## config.mk

```make
export PLATFORM = sky130hd
export DESIGN_NAME = pc_split_unit
export DESIGN_NICKNAME = d
export VERILOG_FILES = /design/src/rtl/pcu_pkg.sv /design/src/rtl/pcu_op_arb.sv /design/src/rtl/pcu_next_addr.sv /design/src/rtl/pcu_latch_reg.sv /design/src/rtl/pc_split_unit.sv
export SDC_FILE = /design/constraint.sdc
export NUM_CORES = 1
export LEC_CHECK = 0
export ABC_AREA = 1
export BUFFER_PORTS_ARGS = -buffer_cell sky130_fd_sc_hd__buf_4
export CAP_MARGIN = 20
export CORE_MARGIN = 5
export CORE_UTILIZATION = 48
export CTS_CLUSTER_DIAMETER = 200
export DETAILED_ROUTE_END_ITERATION = 10
export GPL_TIMING_DRIVEN = 0
export PLACE_DENSITY = 0.78
export SKIP_CTS_REPAIR_TIMING = 1
export SLEW_MARGIN = 5
export SYNTH_ARGS = -nofsm -noshare
export SYNTH_HDL_FRONTEND = slang
export SYNTH_HIERARCHICAL = 1
export SYNTH_SLANG_ARGS = --single-unit
```

## constraint.sdc

```tcl
create_clock -name clk -period 1.5 [get_ports clk]
set_input_delay 0.075 -clock clk [delete_from_list [all_inputs] [get_ports clk]]
set_output_delay 0.075 -clock clk [all_outputs]
set_load 0.01 [all_outputs]
```

## src/rtl/pcu_pkg.sv

```systemverilog
package pcu_pkg;
  typedef enum logic [1:0] {
    PC_HOLD = 2'd0,
    PC_STEP = 2'd1,
    PC_JUMP = 2'd2,
    PC_LOAD = 2'd3
  } pc_op_e;
endpackage

```

## src/rtl/pcu_op_arb.sv

```systemverilog
module pcu_op_arb
  import pcu_pkg::*;
(
  input  logic   inc_i,
  input  logic   jmp_i,
  input  logic   low_wr_i,
  output pc_op_e op_o,
  output logic   step_ev_o,
  output logic   jump_ev_o,
  output logic   load_ev_o
);
  // low-byte write > jump > increment
  assign load_ev_o = low_wr_i;
  assign jump_ev_o = jmp_i & ~low_wr_i;
  assign step_ev_o = inc_i & ~jmp_i & ~low_wr_i;

  always_comb begin
    if (load_ev_o)      op_o = PC_LOAD;
    else if (jump_ev_o) op_o = PC_JUMP;
    else if (step_ev_o) op_o = PC_STEP;
    else                op_o = PC_HOLD;
  end
endmodule

```

## src/rtl/pcu_next_addr.sv

```systemverilog
module pcu_next_addr
  import pcu_pkg::*;
#(
  parameter int PC_W  = 13,
  parameter int LOW_W = 8,
  parameter int LIT_W = 11,
  localparam int HI_W = PC_W - LOW_W,
  localparam int PG_W = PC_W - LIT_W
) (
  input  pc_op_e           op_i,
  input  logic [PC_W-1:0]  pc_i,
  input  logic [HI_W-1:0]  latch_i,
  input  logic [LIT_W-1:0] lit_i,
  input  logic [LOW_W-1:0] low_data_i,
  output logic [PC_W-1:0]  pc_d_o
);
  // Next sequential address, wrapping at the top of the space
  function automatic logic [PC_W-1:0] step_addr(input logic [PC_W-1:0] pc);
    return pc + {{(PC_W-1){1'b0}}, 1'b1};
  endfunction

  // Page bits from the latch top, literal below
  function automatic logic [PC_W-1:0] jump_addr(input logic [HI_W-1:0] lat,
                                                input logic [LIT_W-1:0] lit);
    return {lat[HI_W-1 -: PG_W], lit};
  endfunction

  // Whole latch on top, written byte below
  function automatic logic [PC_W-1:0] load_addr(input logic [HI_W-1:0] lat,
                                                input logic [LOW_W-1:0] dat);
    return {lat, dat};
  endfunction

  always_comb begin
    unique case (op_i)
      PC_STEP: pc_d_o = step_addr(pc_i);
      PC_JUMP: pc_d_o = jump_addr(latch_i, lit_i);
      PC_LOAD: pc_d_o = load_addr(latch_i, low_data_i);
      default: pc_d_o = pc_i;
    endcase
  end
endmodule

```

## src/rtl/pcu_latch_reg.sv

```systemverilog
module pcu_latch_reg #(
  parameter int HI_W = 5
) (
  input  logic            clk,
  input  logic            rst_n,
  input  logic            wr_i,
  input  logic [HI_W-1:0] data_i,
  output logic [HI_W-1:0] q_o
);
  always_ff @(posedge clk) begin
    if (!rst_n)    q_o <= '0;
    else if (wr_i) q_o <= data_i;
  end
endmodule

```

## src/rtl/pc_split_unit.sv

```systemverilog
module pc_split_unit
  import pcu_pkg::*;
#(
  parameter int PC_W  = 13,
  parameter int LOW_W = 8,
  parameter int LIT_W = 11,
  localparam int HI_W = PC_W - LOW_W
) (
  input  logic             clk,
  input  logic             rst_n,
  input  logic             inc_i,
  input  logic             jmp_i,
  input  logic [LIT_W-1:0] jmp_lit_i,
  input  logic             low_wr_i,
  input  logic [LOW_W-1:0] low_data_i,
  input  logic             latch_wr_i,
  input  logic [HI_W-1:0]  latch_data_i,
  output logic [HI_W-1:0]  latch_q_o,
  output logic [LOW_W-1:0] pc_low_o,
  output logic [PC_W-1:0]  pc_o
);
  pc_op_e          op;
  logic            step_ev, jump_ev, load_ev;
  logic [PC_W-1:0] pc_q, pc_d;

  pcu_op_arb u_arb (
    .inc_i     (inc_i),
    .jmp_i     (jmp_i),
    .low_wr_i  (low_wr_i),
    .op_o      (op),
    .step_ev_o (step_ev),
    .jump_ev_o (jump_ev),
    .load_ev_o (load_ev)
  );

  pcu_latch_reg #(.HI_W(HI_W)) u_latch (
    .clk    (clk),
    .rst_n  (rst_n),
    .wr_i   (latch_wr_i),
    .data_i (latch_data_i),
    .q_o    (latch_q_o)
  );

  pcu_next_addr #(.PC_W(PC_W), .LOW_W(LOW_W), .LIT_W(LIT_W)) u_next (
    .op_i       (op),
    .pc_i       (pc_q),
    .latch_i    (latch_q_o),
    .lit_i      (jmp_lit_i),
    .low_data_i (low_data_i),
    .pc_d_o     (pc_d)
  );

  always_ff @(posedge clk) begin
    if (!rst_n) pc_q <= '0;
    else        pc_q <= pc_d;
  end

  assign pc_o     = pc_q;
  assign pc_low_o = pc_q[LOW_W-1:0];
endmodule

```

==> metrics.yaml, run 1 <==
ir_drop_uv: 617
h-tree-depth: 1
combinationalPowerShare_pct: 31.3
yosysWarnings: 6
synth_nets: 251
areaGrowthSynthToFinish_pct: 35.3
syn_inst: 220
cp_slowest_cell: "dfxtp_2"
tightestPinTransition_ps: 257
routedWlPerCell_um: 10.2
wirelength_um: 3130
path_clk_slew_ps: 100
worst-endpoint-required_ps: 1700
dieArea_sq_um: 3920
critPathMaxFanout: 9
status: "finished, final reports clean"
gp_congestion: 0.749
start_util_pct: 49.0
antenna_left: 0
rows: 19
first_pass_iters: 4
drc: 0
first_global_vias: 1289
intPower_mw: 0.804
leakage_nw: 1.09
powerDensity_nw_per_um2: 648
p_sw_mw: 0.360
antenna_found_initial: 0
grt_max_degree: 11
syn_area_per_cell_sq_um: 6.03
via_count: 1465
fin_crit_sh_pct: 87.0
drv_slew: 0
clkPwrFrac_pct: 20.7
worstSetupStartpointType: "flop"
rsz0062_at_grt: "false"
register_area_sq_um: 363
worst-setup-path-type: "reg -> reg"
hold_class: "in -> reg"
drtIter0Drc: 76
tns_ps: 0
grt_pass1_wl_um: 5460
die_h_um: 62.6
clockBufferDepth: 2
slowest_delay_ps: 400
n_fill_cell: 267
grt_usage_pct: 16.3
syn_area_sq_um: 1330
nets: 310
multiInputGateArea_sq_um: 722
cts_tree: "yes"
timing.fmax_mhz: 766
fin_worst_skew_ps: 2.83
slew_headroom_pct: 82.8
io-pin-count: 56
n_antenna_cell: 0
clk_latency_ps: 290
cp_top_family: "simple AND/OR/NAND/NOR gates"
drv_cap: 0
placed_area_sq_um: 1770
grt_overflow: 0
p_seq_share_pct: 48.0
stdcell_area_sq_um: 1800
vias_per_cell: 4.76
coreArea_sq_um: 2710
hpwlAfterDp_um: 2440
layout-drive-gt1-share_pct: 32.9
cp.arrival_ps: 1510
setup_viol: 0
clock-sinks: 18
cts_root_buffer: "clkbuf_4"
numCtsBuffers: 3
hold_viol_final: 0
crit_path_cell_trace: "ha_1 > nand2_2 > nor2_8 > nand3_1 > nand3_1 > nand3b_1 > nand2_1 > inv_1"
crit_path_end_kind: "flop"
portBuffers: 54
crit_top_cell: "nand3_1"
period_needed_ps: 1310
p_sw_share_pct: 30.9
crit_buf_inv: 1
die_w_um: 62.6
## power by group through the flow
stage / sequential (mW) / combinational [mW] / clock (mW)
floorplan: 0.578 / 0.186 / 0
global placement: 0.569 / 0.361 / 0
detailed placement: 0.570 / 0.367 / 0
CTS: 0.559 / 0.368 / 0.254
global route: 0.568 / 0.408 / 0.265
finish: 0.559 / 0.364 / 0.241
## worst paths after layout
path | start | end | slack [ps] | depth (start not counted)
hold reg to reg | u_latch/q_o[3] | u_latch/q_o[3] | 490 | 2
setup reg to reg | pc_o[0] | pc_o[6] | 190 | 8
hold / removal | latch_wr_i | u_latch/q_o[0] | 50 | 3
setup / recovery | pc_o[0] | pc_o[6] | 190 | 8
## worst register-to-register path: cells and delay by family (launching register included)
| family | cells | cell delay (ps) |
|---|---|---|
| buffers and inverters | 1 | 30 |
| DFF | 1 | 400 |
| and+or+nand+nor | 6 | 600 |
| adders and majority gates | 1 | 200 |
## per-stage QoR
step	power, mW	util (%)	hold slack [ps]	setup slack (ps)	cells
after floorplan	0.764	-	168	193	220
final	1.16	66.3	50.9	195	308
after global routing	1.24	66.3	54.7	51.3	308
after detailed placement	0.936	65.4	354	134	305
after CTS	1.18	66.2	43.1	118	308
after global placement	0.930	65.4	343	154	305
## layer usage
| layer | vias up | part of all wire [%] | GRT usage [%] |
|---|---|---|---|
| met3 | 0 | 8.7 | 5.94 |
| met1 | 642 | 45 | 20.1 |
| li1 | 775 | - | - |
| met5 | - | 0 | 0 |
| met2 | 48 | 46 | 26.7 |
| met4 | 0 | 0 | 3.98 |
## placed cells by master, fill, tap and decap left out, types with 4 or more instances in the layout
master   count
nand3_1     16
nand4_1      6
nor2_1      19
nand2_2      4
nand2_1     89
buf_4       65
inv_1       31
dfxtp_1     16
inv_2        5
## cell type report
type	count	share of cell area [%]
Sequential cell	18	20.2
Buffer	14	6.13
Inverter	36	7.52
Tap cell	31	2.16
Clock buffer	3	1.25
Multi-Input combinational cell	152	40.2
Timing Repair Buffer	54	22.6
## sequential cells by signal, summed over array words and instances, names as in the netlist
signal       cells
pc_o            13
u_latch/q_o      5
(Power assumes the default switching activity.)
==> run 2: changes to the inputs <==
Settings changed: BUFFER_PORTS_ARGS -buffer_cell sky130_fd_sc_hd__buf_4 to unset, DONT_BUFFER_PORTS set to 1, PLACE_DENSITY 0.78 to 0.61.
==> metrics.yaml, run 2 (same netlist as run 1, synthesis figures left out) <==
status: "finished, violations left"
violations: "negative hold slack"
nets: 264  # -15%
register_area_sq_um: 363  # unchanged
h-tree-depth: 1  # unchanged
dp_cells: 251  # -18%
crit_top_cell: "nand2_1"
critPathMaxFanout: 9  # unchanged
n_antenna_cell: 0  # unchanged
cts_tree: "yes"
largest_reg_flops: 13  # unchanged
die_h_um: 62.6  # unchanged
tightestPinTransition_ps: 347  # +89.7 ps
hold_viol_final: 4  # +4
fin_util_pct: 54.3  # -12 points
rr_startpoint: "pc_o[0]"
dieArea_sq_um: 3920  # unchanged
multiInputGateArea_sq_um: 722  # unchanged
routedWlPerCell_um: 11.8  # +16%
drv_cap: 0  # unchanged
n_fill_cell: 287  # +7.5%
slowest_delay_ps: 420  # +20 ps
gp_congestion: 0.800  # +6.8%
worst-endpoint-required_ps: 1700  # about the same
cts_root_buffer: "clkbuf_4"
min_from: "low_data_i[5]"
antenna_found_initial: 0  # unchanged
r2r_setup_slack_ps: 100  # -90 ps
fin_worst_skew_ps: 9.43  # +6.61 ps
cp_top_family: "simple AND/OR/NAND/NOR gates"
tns_ps: 0  # unchanged
die_w_um: 62.6  # unchanged
crit_path_end_kind: "flop"
crit_path_cell_trace: "ha_1 > nand2_2 > nor2_8 > nand4_1 > nand3_1 > nand2_1 > nand2_1 > inv_1"
wirelength_um: 3100  # -1.1%
clockBufferDepth: 2  # unchanged
hold_class: "in -> reg"
drc: 0  # unchanged
cp.arrival_ps: 1600  # +90 ps
numCtsBuffers: 3  # unchanged
worst_hold_slack_ps: -9.99  # -60.9 ps
via_count: 1282  # -12%
grt_max_degree: 11  # unchanged
period_needed_ps: 1400  # +92.2 ps
areaGrowthSynthToFinish_pct: 10.8
first_global_vias: 1156  # -10%
layout-drive-gt1-share_pct: 16.0  # -17 points
powerDensity_nw_per_um2: 721  # +11%
layout_common_cells: "nand2_1, inv_1, nor2_1, dfxtp_1, nand3_1"
rr_endpoint: "pc_o[12]"
crit_end: "pc_o[12]"
start_util_pct: 49.0  # unchanged
layout_commonest_cell: "nand2_1"
slew_headroom_pct: 76.8  # -6.0 points
drv_slew: 0  # unchanged
ir_drop_uv: 567  # -8.0%
r2r.worst_path.cells: 8  # unchanged
setup_viol: 0  # unchanged
critPathLaunch: "pc_o[0]"
worstSetupStartpointType: "flop"
final_cells: 262  # -15%
cp_slowest_cell: "dfxtp_2"
leakage_nw: 0.855  # -22%
whs_path_depth: 4  # +1
crit_buf_inv: 1  # unchanged
antenna_left: 0  # unchanged
fin_crit_sh_pct: 93.2  # +6.1 points
hpwlAfterDp_um: 2330  # -4.5%
grt_usage_pct: 16.0  # -0.23 points
clock-sinks: 18  # unchanged
rows: 19  # unchanged
grt_pass1_wl_um: 5120  # -6.3%
clk_latency_ps: 300  # about the same
vias_per_cell: 4.89  # +2.9%
cp.depth: 8  # unchanged
first_pass_iters: 4  # unchanged
coreArea_sq_um: 2710  # unchanged
worst-setup-path-type: "reg -> reg"
timing.fmax_mhz: 716  # -6.6%
portBuffers: 0  # -100%
drtIter0Drc: 64  # -16%
grt_overflow: 0  # unchanged
io-pin-count: 56  # unchanged
path_clk_slew_ps: 110  # about the same
[run 2: cell types whose count changed in the layout (fill, tap and decap cells not counted), sizes merged]
cell / previous run / this run
buf: 68 / 14
dlygate4sd3: 0 / 8
[run 2: cell type report]
type	count	share of cell area, %
buffer	14	7.48
clock buffer	3	1.53
inverter	36	9.18
multi-input combinational	152	49.1
sequential	18	24.7
tap	31	2.64
timing repair buffer	8	5.44
[run 2: worst reg2reg max path: cells and delay by family, from the launching register on]
family,cells,cell delay [ps]
buf+inv,1,40
fa+ha+maj,1,200
simple gates,6,640
flops,1,420
[run 2: where the power goes]
group          total [mW]  internal [mW]  switching (mW)
sequential          0.579          0.514          0.0656
clock               0.246         0.0936           0.153
combinational       0.236          0.109           0.127
total                1.06          0.716           0.346
[run 2: metal layers]
layer | vias to the layer above | share of wire, % | track usage, % | routed length [um]
met5 | - | 0 | 0 | 0
met1 | 556 | 39 | 18.0 | 1210
met3 | 2 | 11 | 7.73 | 339
met4 | 0 | 0.55 | 3.98 | 17
li1 | 680 | - | - | -
met2 | 44 | 49 | 27.1 | 1530
[run 2: how the worst min path moves through the flow]
stage	endpoint	slack [ps]
global route	pc_o[4]	3
finish	pc_o[5]	-10
CTS	pc_o[10]	-150
floorplan	pc_o[10]	170
detailed placement	pc_o[10]	170
global placement	pc_o[10]	170
[run 2: metrics by stage]
stage,cell area [sq um],power (mW),setup slack (ps)
6_report,1470,1.06,102
5_1_grt,1470,1.15,-2.79
4_1_cts,1390,1.07,7.56
3_5_place_dp,1370,0.809,33.6
3_3_place_gp,1370,0.803,92.9
2_1_floorplan,1330,0.764,193
